==> config.mk <==
export PLATFORM = sky130hd
export DESIGN_NAME = utlb_xlate
export DESIGN_NICKNAME = d
export VERILOG_FILES = /design/src/rtl/tlbx_pkg.sv /design/src/rtl/tlbx_region.sv /design/src/rtl/tlbx_match.sv /design/src/rtl/tlbx_select.sv /design/src/rtl/tlbx_repl.sv /design/src/rtl/utlb_xlate.sv
export SDC_FILE = /design/constraint.sdc
export NUM_CORES = 1
export LEC_CHECK = 0
export ABC_AREA = 1
export ABC_CLOCK_PERIOD_IN_PS = 2500
export BUFFER_PORTS_ARGS = -buffer_cell sky130_fd_sc_hd__buf_2
export CORE_AREA = 2 2 233 235
export CTS_BUF_LIST = sky130_fd_sc_hd__clkbuf_16
export DETAILED_ROUTE_END_ITERATION = 12
export DIE_AREA = 0 0 235 237
export GPL_TIMING_DRIVEN = 1
export PLACE_DENSITY = 0.43
export SYNTH_ARGS = -nofsm -noshare
export SYNTH_HDL_FRONTEND = slang
export SYNTH_SLANG_ARGS = --single-unit
==> constraint.sdc <==
create_clock -name clk -period 2.5 [get_ports clk]
set_clock_uncertainty 0.05 [all_clocks]
set_input_delay 0.125 -clock clk [delete_from_list [all_inputs] [get_ports clk]]
set_output_delay 0.125 -clock clk [all_outputs]
set_load 0.01 [all_outputs]
==> src/rtl/tlbx_pkg.sv <==
package tlbx_pkg;

   localparam int VADDR_W = 32;
   localparam int VPN_W   = 22;
   localparam int PPN_W   = 19;
   localparam int ASID_W  = 8;
   localparam int CNT_W   = 6;
   localparam int CODE_W  = 12;

   // control word bit positions decoded by this block
   localparam int CTL_AT_BIT  = 0;
   localparam int CTL_SV_BIT  = 8;
   localparam int CTL_CNT_LSB = 10;
   localparam int CTL_BND_LSB = 18;

   typedef struct packed {
      logic              valid;
      logic              shared;
      logic              dirty;
      logic [1:0]        prot;
      logic [1:0]        szc;
      logic [ASID_W-1:0] asid;
      logic [VPN_W-1:0]  vpn;
      logic [PPN_W-1:0]  ppn;
   } tlb_entry_t;

   localparam int ENTRY_W = $bits(tlb_entry_t);

   localparam logic [CODE_W-1:0] FC_NONE     = 12'h000;
   localparam logic [CODE_W-1:0] FC_RD_MISS  = 12'h040;
   localparam logic [CODE_W-1:0] FC_WR_MISS  = 12'h060;
   localparam logic [CODE_W-1:0] FC_CLEAN_WR = 12'h080;
   localparam logic [CODE_W-1:0] FC_RD_PROT  = 12'h0A0;
   localparam logic [CODE_W-1:0] FC_WR_PROT  = 12'h0C0;
   localparam logic [CODE_W-1:0] FC_MULTI    = 12'h140;

   // in-page offset mask for a size code
   function automatic logic [VADDR_W-1:0] page_mask(input logic [1:0] szc);
      case (szc)
         2'd0:    page_mask = 32'h0000_03FF;
         2'd1:    page_mask = 32'h0000_0FFF;
         2'd2:    page_mask = 32'h0000_FFFF;
         default: page_mask = 32'h000F_FFFF;
      endcase
   endfunction

   // access denied by the protection field
   function automatic logic prot_denies(input logic [1:0] prot,
                                        input logic priv,
                                        input logic wr);
      if (priv) prot_denies = wr && !prot[0];
      else      prot_denies = !prot[1] || (wr && !prot[0]);
   endfunction

endpackage

==> src/rtl/tlbx_region.sv <==
module tlbx_region
   import tlbx_pkg::*;
#(
   parameter logic [VADDR_W-1:0] USER_LO = 32'hE000_0000,
   parameter logic [VADDR_W-1:0] USER_HI = 32'hE400_0000
) (
   input  logic [VADDR_W-1:0] vaddr,
   input  logic               priv,
   input  logic               at_en,
   output logic               direct,
   output logic               deny,
   output logic               search
);

   if (USER_LO > USER_HI) begin : g_bad_window
      $error("tlbx_region: user window bounds reversed");
   end

   logic in_window;
   logic user_ok;

   always_comb begin
      in_window = (vaddr[31:30] == 2'b10) || (vaddr[31:29] == 3'b111);
      user_ok   = (vaddr >= USER_LO) && (vaddr <= USER_HI);
      deny      = in_window && !priv && !user_ok;
      direct    = (in_window && !deny) || (!in_window && !at_en);
      search    = !in_window && at_en;
   end

endmodule

==> src/rtl/tlbx_match.sv <==
module tlbx_match
   import tlbx_pkg::*;
#(
   parameter int N_ENTRIES = 8
) (
   input  logic [VADDR_W-1:0]           vaddr,
   input  logic [N_ENTRIES*ENTRY_W-1:0] tlb_array,
   input  logic                         use_asid,
   input  logic [ASID_W-1:0]            cur_asid,
   output logic [N_ENTRIES-1:0]         hit
);

   if (N_ENTRIES < 2 || N_ENTRIES > 64) begin : g_bad_depth
      $error("tlbx_match: N_ENTRIES must be 2..64");
   end

   for (genvar i = 0; i < N_ENTRIES; i++) begin : g_cmp
      tlb_entry_t         ent;
      logic [VADDR_W-1:0] msk;
      logic [VADDR_W-1:0] base;
      logic               asid_ok;
      logic               unused_fields;

      assign ent           = tlb_entry_t'(tlb_array[i*ENTRY_W +: ENTRY_W]);
      assign msk           = page_mask(ent.szc);
      assign base          = {ent.vpn, 10'b0};
      assign asid_ok       = !use_asid || ent.shared || (ent.asid == cur_asid);
      assign hit[i]        = ent.valid && asid_ok && ((vaddr & ~msk) == (base & ~msk));
      assign unused_fields = ^{ent.ppn, ent.dirty, ent.prot};
   end

endmodule

==> src/rtl/tlbx_select.sv <==
module tlbx_select
   import tlbx_pkg::*;
#(
   parameter int N_ENTRIES = 8
) (
   input  logic [N_ENTRIES-1:0]         hit,
   input  logic [N_ENTRIES*ENTRY_W-1:0] tlb_array,
   output tlb_entry_t                   sel,
   output logic                         any_hit,
   output logic                         multi_hit
);

   always_comb begin
      sel       = '0;
      any_hit   = 1'b0;
      multi_hit = 1'b0;
      for (int i = 0; i < N_ENTRIES; i++) begin
         if (hit[i]) begin
            if (any_hit) multi_hit = 1'b1;
            any_hit = 1'b1;
            sel     = sel | tlb_entry_t'(tlb_array[i*ENTRY_W +: ENTRY_W]);
         end
      end
   end

endmodule

==> src/rtl/tlbx_repl.sv <==
module tlbx_repl
   import tlbx_pkg::*;
#(
   parameter int N_ENTRIES = 8
) (
   input  logic [CNT_W-1:0] cur,
   input  logic [CNT_W-1:0] bnd,
   output logic [CNT_W-1:0] nxt
);

   localparam logic [CNT_W:0] LAST = (CNT_W+1)'(N_ENTRIES - 1);

   logic [CNT_W:0] inc;

   always_comb begin
      inc = {1'b0, cur} + 1'b1;
      if ((inc == {1'b0, bnd}) || (inc >= LAST)) nxt = '0;
      else                                       nxt = inc[CNT_W-1:0];
   end

endmodule

==> src/rtl/utlb_xlate.sv <==
module utlb_xlate
   import tlbx_pkg::*;
#(
   parameter int N_ENTRIES = 8
) (
   input  logic                         clk,
   input  logic                         rst_n,
   input  logic                         req_valid,
   input  logic [31:0]                  req_vaddr,
   input  logic                         req_write,
   input  logic                         req_priv,
   input  logic [31:0]                  mmu_ctl,
   input  logic [31:0]                  pteh_word,
   input  logic [N_ENTRIES*ENTRY_W-1:0] tlb_array,
   output logic                         rsp_valid,
   output logic                         rsp_fault,
   output logic [CODE_W-1:0]            rsp_code,
   output logic [31:0]                  rsp_paddr,
   output logic [CNT_W-1:0]             rsp_repl
);

   if (N_ENTRIES < 2 || N_ENTRIES > (1 << CNT_W)) begin : g_bad_depth
      $error("utlb_xlate: N_ENTRIES out of counter range");
   end

   localparam logic [CNT_W-1:0] LAST_IDX = CNT_W'(N_ENTRIES - 1);

   logic             at_en, sv_mode, use_asid;
   logic [CNT_W-1:0] cnt_cur, cnt_bnd, cnt_adv;
   logic             direct, deny, search;
   logic [N_ENTRIES-1:0] hit;
   tlb_entry_t       sel;
   logic             any_hit, multi_hit;
   logic [31:0]      msk;

   assign at_en    = mmu_ctl[CTL_AT_BIT];
   assign sv_mode  = mmu_ctl[CTL_SV_BIT];
   assign cnt_cur  = mmu_ctl[CTL_CNT_LSB +: CNT_W];
   assign cnt_bnd  = mmu_ctl[CTL_BND_LSB +: CNT_W];
   assign use_asid = !sv_mode && !req_priv;

   tlbx_region u_region (
      .vaddr  (req_vaddr),
      .priv   (req_priv),
      .at_en  (at_en),
      .direct (direct),
      .deny   (deny),
      .search (search)
   );

   tlbx_match #(.N_ENTRIES(N_ENTRIES)) u_match (
      .vaddr     (req_vaddr),
      .tlb_array (tlb_array),
      .use_asid  (use_asid),
      .cur_asid  (pteh_word[ASID_W-1:0]),
      .hit       (hit)
   );

   tlbx_select #(.N_ENTRIES(N_ENTRIES)) u_select (
      .hit       (hit),
      .tlb_array (tlb_array),
      .sel       (sel),
      .any_hit   (any_hit),
      .multi_hit (multi_hit)
   );

   tlbx_repl #(.N_ENTRIES(N_ENTRIES)) u_repl (
      .cur (cnt_cur),
      .bnd (cnt_bnd),
      .nxt (cnt_adv)
   );

   logic unused_bits;
   assign unused_bits = ^{mmu_ctl[31:24], mmu_ctl[17:16], mmu_ctl[9], mmu_ctl[7:1],
                          pteh_word[31:ASID_W], sel.valid, sel.shared, sel.asid, sel.vpn};

   logic [CODE_W-1:0] code_d;
   logic [31:0]       pa_d;
   logic [CNT_W-1:0]  repl_d;

   always_comb begin
      msk    = page_mask(sel.szc);
      code_d = FC_NONE;
      pa_d   = '0;
      repl_d = search ? cnt_adv : cnt_cur;
      if (deny)                                     code_d = req_write ? FC_WR_MISS : FC_RD_MISS;
      else if (direct)                              pa_d   = req_vaddr & 32'h1FFF_FFFF;
      else if (multi_hit)                           code_d = FC_MULTI;
      else if (!any_hit)                            code_d = req_write ? FC_WR_MISS : FC_RD_MISS;
      else if (prot_denies(sel.prot, req_priv, req_write))
                                                    code_d = req_write ? FC_WR_PROT : FC_RD_PROT;
      else if (req_write && !sel.dirty)             code_d = FC_CLEAN_WR;
      else pa_d = ({3'b000, sel.ppn, 10'b0} & ~msk) | (req_vaddr & msk);
   end

   always_ff @(posedge clk) begin
      if (!rst_n) begin
         rsp_valid <= 1'b0;
         rsp_fault <= 1'b0;
         rsp_code  <= FC_NONE;
         rsp_paddr <= '0;
         rsp_repl  <= '0;
      end else if (req_valid) begin
         rsp_valid <= 1'b1;
         rsp_fault <= (code_d != FC_NONE);
         rsp_code  <= code_d;
         rsp_paddr <= pa_d;
         rsp_repl  <= repl_d;
      end else begin
         rsp_valid <= 1'b0;
         rsp_fault <= 1'b0;
         rsp_code  <= FC_NONE;
         rsp_paddr <= '0;
         rsp_repl  <= '0;
      end
   end

   // no successful response reaches above bit 28
   a_r1_phys_top_clear: assert property (@(posedge clk) disable iff (!rst_n)
      rsp_valid && !rsp_fault |-> rsp_paddr[31:29] == 3'b000);

   // translation off in privileged mode always passes through
   a_r3_at_off_pass: assert property (@(posedge clk) disable iff (!rst_n)
      rsp_valid && $past(req_priv && !mmu_ctl[CTL_AT_BIT])
      |-> !rsp_fault && rsp_paddr == ($past(req_vaddr) & 32'h1FFF_FFFF));

   // write faults only carry write-side codes
   a_r7_write_codes: assert property (@(posedge clk) disable iff (!rst_n)
      rsp_valid && rsp_fault && $past(req_write)
      |-> rsp_code == FC_WR_MISS || rsp_code == FC_CLEAN_WR ||
          rsp_code == FC_WR_PROT || rsp_code == FC_MULTI);

   // read faults only carry read-side codes
   a_r8_read_codes: assert property (@(posedge clk) disable iff (!rst_n)
      rsp_valid && rsp_fault && !$past(req_write)
      |-> rsp_code == FC_RD_MISS || rsp_code == FC_RD_PROT || rsp_code == FC_MULTI);

   // after a search the counter never lands on the last entry
   a_r10_cnt_below_last: assert property (@(posedge clk) disable iff (!rst_n)
      rsp_valid && $past(search) |-> rsp_repl < LAST_IDX);

   // idle output is quiet
   a_r12_idle_quiet: assert property (@(posedge clk) disable iff (!rst_n)
      !rsp_valid |-> !rsp_fault && rsp_code == FC_NONE);

endmodule

==> summary.md <==
| Metric | Value |
|---|---|
| Die Area | `0.0557 sq mm` |
| Clock tree buffer depth | `2` |
| Yosys reg bits | `41` |
| Nets@finish | `3171` |
| FFs w/ async S/R, synth | `0%` |
| Distinct cells, synth | `43` |
| Share of cells above drive strength 1 | `34.0%` |
| Crit-path max FO | `7` |
| Largest cells by area after synthesis | `nand2_1 (34%), nor2_1 (11%), inv_1 (11%)` |
| CTS buffer count | `5` |
| Hold-fix buffers at CTS | `0` |
| Initial Util | `17.2%` |
| Netlist Area Pre-Place | `0.00918 sq mm` |
| Clk root buf | `clkbuf_16` |
| Die height | `237 microns` |
| Final setup TNS | `0 ns` |
| First-pass GRT wire length | `83700 microns` |
| Post-synth top cells | `nand2_1 (836), nor2_1 (277), inv_1 (266)` |
| Filler cells | `6292` |
| Wire per inst | `17.6 microns` |
| Post-synth EDFFs | `0` |
| Syn-to-layout area delta | `60.8%` |
| HPWL after DPL | `51700 microns` |
| Vias | `13.8k` |
| Seq/Total Area, Yosys | `8.94%` |
| Worst slack, placed | `-0.390 ns` |
| Top cell type by total area after synthesis | `nand2_1` |
| FP Rows | `85` |
| DRT Pass-1 Iters | `5` |
| Num ports | `601` |
| Via-per-instance ratio | `4.13` |
| PortBufs | `547` |
| Max cap viols | `0` |
| Total track usage | `20.0%` |
| Highest clock rate | `429 MHz` |
| Total wire length | `58400 microns` |
| Final-report max-slew violation count | `0` |
| Top FF cell, synth | `dfxtp_1` |
| Non-Filler Instances | `3328` |
| Crit start category | `primary input` |
| Placed insts | `3291` |
| Worst vdd ir | `0.322 mV` |
| CTS Sinks | `41` |
| Dpl cell area | `0.0141 sq mm` |
| Setup Viol. Count Final | `0` |
| Post-route ant nets | `0` |
| Hold EP | `rsp_repl[4]` |
| Initial antenna violation count | `17` |
| TritonCTS clock tree | `built` |
| Ys Warns | `0` |
| Setup Crit Path Kind | `in -> reg` |
| Worst EP required | `2.67 ns` |
| Routability Congestion | `0.896` |
| Fin util | `27.7%` |
| Top-count cell post-synth | `nand2_1` |
| H-tree levels | `2` |
| Largest net degree at the start of global routing | `21` |
| CTS clk-pin slew, worst paths | `0.06 ns` |
| Endpoint type of the worst setup path | `flip-flop` |
| Final period utilization | `93.2%` |
| Design Area, Final | `0.0148 sq mm` |
| Synth top area share | `34.2%` |
| Die W | `235 microns` |
| Final hold viol count | `0` |
| Hold path startpoint | `mmu_ctl[14]` |
| Worst hold path depth | `3` |
| Synth Instances | `1909` |
| CP Launch Point | `req_vaddr[27]` |
| Core ar. | `0.0533 sq mm` |
| Power per cell area | `216 mW/mm^2` |
| GRT overflow | `0` |
| Setup ws final | `0.171 ns` |
| Outcome | `finished, final reports clean` |
| Worst hold path type | `in -> reg` |
| # DRC | `0` |
| Syn avg cell area | `4.81 sq um` |
| Vias in the first global route | `13.2k` |
| CP arrival | `2.50 ns` |
| Initial DRC Count | `662` |
| P_leak | `8.87 nW` |
| Period minus WS final | `2.33 ns` |
==> critical path: stages <==
cell,delay [ns]
buf_4,0.10
clkinvlp_4,0.20
buf_6,0.18
nand2_1,0.07
nand2_1,0.05
nor2_1,0.09
nand3_1,0.13
nor2_2,0.17
nand2_1,0.09
nor2_2,0.15
buf_12,0.14
nand2_1,0.06
nand2_2,0.07
nor2_2,0.05
nand2_2,0.12
nand2_4,0.10
nor2_8,0.18
buf_4,0.16
nand4_4,0.11
a21oi_1,0.15
==> report_power, final <==
group | internal [W] | switching (W)
Sequential | 0.000675 | 0.00000478
Clock | 0.000366 | 0.000270
Combinational | 0.000833 | 0.00104
==> worst max path at each step <==
stage / cells past startpoint / to / slack (ns)
finish: 20 / rsp_paddr[7] / 0.17
global route: 21 / rsp_paddr[17] / -0.03
CTS: 18 / rsp_paddr[1] / 0.003
detailed placement: 16 / rsp_paddr[1] / -0.39
global placement: 19 / rsp_fault / -0.37
floorplan: 20 / rsp_paddr[15] / 0.54
==> logic make-up (layout without fill, tap and decap cells) <==
family          count (synthesis)  count (layout)  share of synthesized area [%]
compound gates                127             127                           8.45
xor+xnor                       86              86                           8.21
fa+ha+maj                       2               2                          0.273
buf+inv                       354            1054                           16.8
flops                          41              41                           8.94
other cells                     1              22                         0.0408
simple gates                 1298            1300                           57.3
==> registers in the layout, summed over array words and instances, names as in the netlist <==
register / flops
rsp_paddr: 29
rsp_repl: 6
rsp_code: 4
rsp_fault: 1
rsp_valid: 1
==> per-layer routing <==
metal | track usage [%] | share of wire, %
met3 | 3.09 | 5.5
met2 | 34.6 | 48
met1 | 26.5 | 45
met4 | 3.15 | 1.3
met5 | 0 | 0.065
==> cell type report <==
class	instances	area [sq um]	share of cell area (%)
clock inverters	3	18.8	0.127
well taps	696	871	5.90
repair buffers	761	4620	31.3
diodes	11	27.5	0.186
clock buffers	5	125	0.847
flip-flops and latches	41	821	5.56
repair inverters	1	5.00	0.0339
inverters	284	1100	7.42
multi-input cells	1526	7180	48.6
==> per-stage QoR <==
stage                     hold slack, ns  total power (W)
after global routing              0.0342          0.00345
after CTS                         0.0227          0.00316
after floorplan                    0.195          0.00153
after detailed placement           0.329          0.00251
after global placement             0.328          0.00252
final                             0.0331          0.00319
==> layout by cell type (no fill, tap or decap), types with 5 or more instances in the layout <==
cell type   Yosys  layout
buf_6           6       8
o21ai_0        26      23
conb_1          1      11
xnor2_1        53      53
nand3b_1        6       6
nor4_1          5       5
dfxtp_1        41      41
nor2_4          2      10
nand2_2         6      31
nor3_1         11      11
o21ai_1         5       6
nor2_1        277     251
nand4_1        21      21
clkinvlp_4      0       6
a21oi_2         0       5
nand2_1       836     809
a32o_1          5       5
a22o_1         19      19
nor2_2         10      28
xor2_1         33      33
nand3_1       111     101
inv_1         266     261
buf_12          0      19
buf_2          21     542
diode_2         0      11
a21oi_1        57      52
inv_2          17      15
nand3_2         1       9
clkbuf_16       0       5
buf_4          36     190
==> timing repair <==
action / in CTS / in global routing
buffers inserted: 0 / 16
endpoints found under the hold margin: 0 / 0
pin swaps: 0 / 37
cloned: 0 / 3
setup endpoints to repair: 30 / 33
resized for setup: 4 / 107
Power figures use the tool's default switching activity.
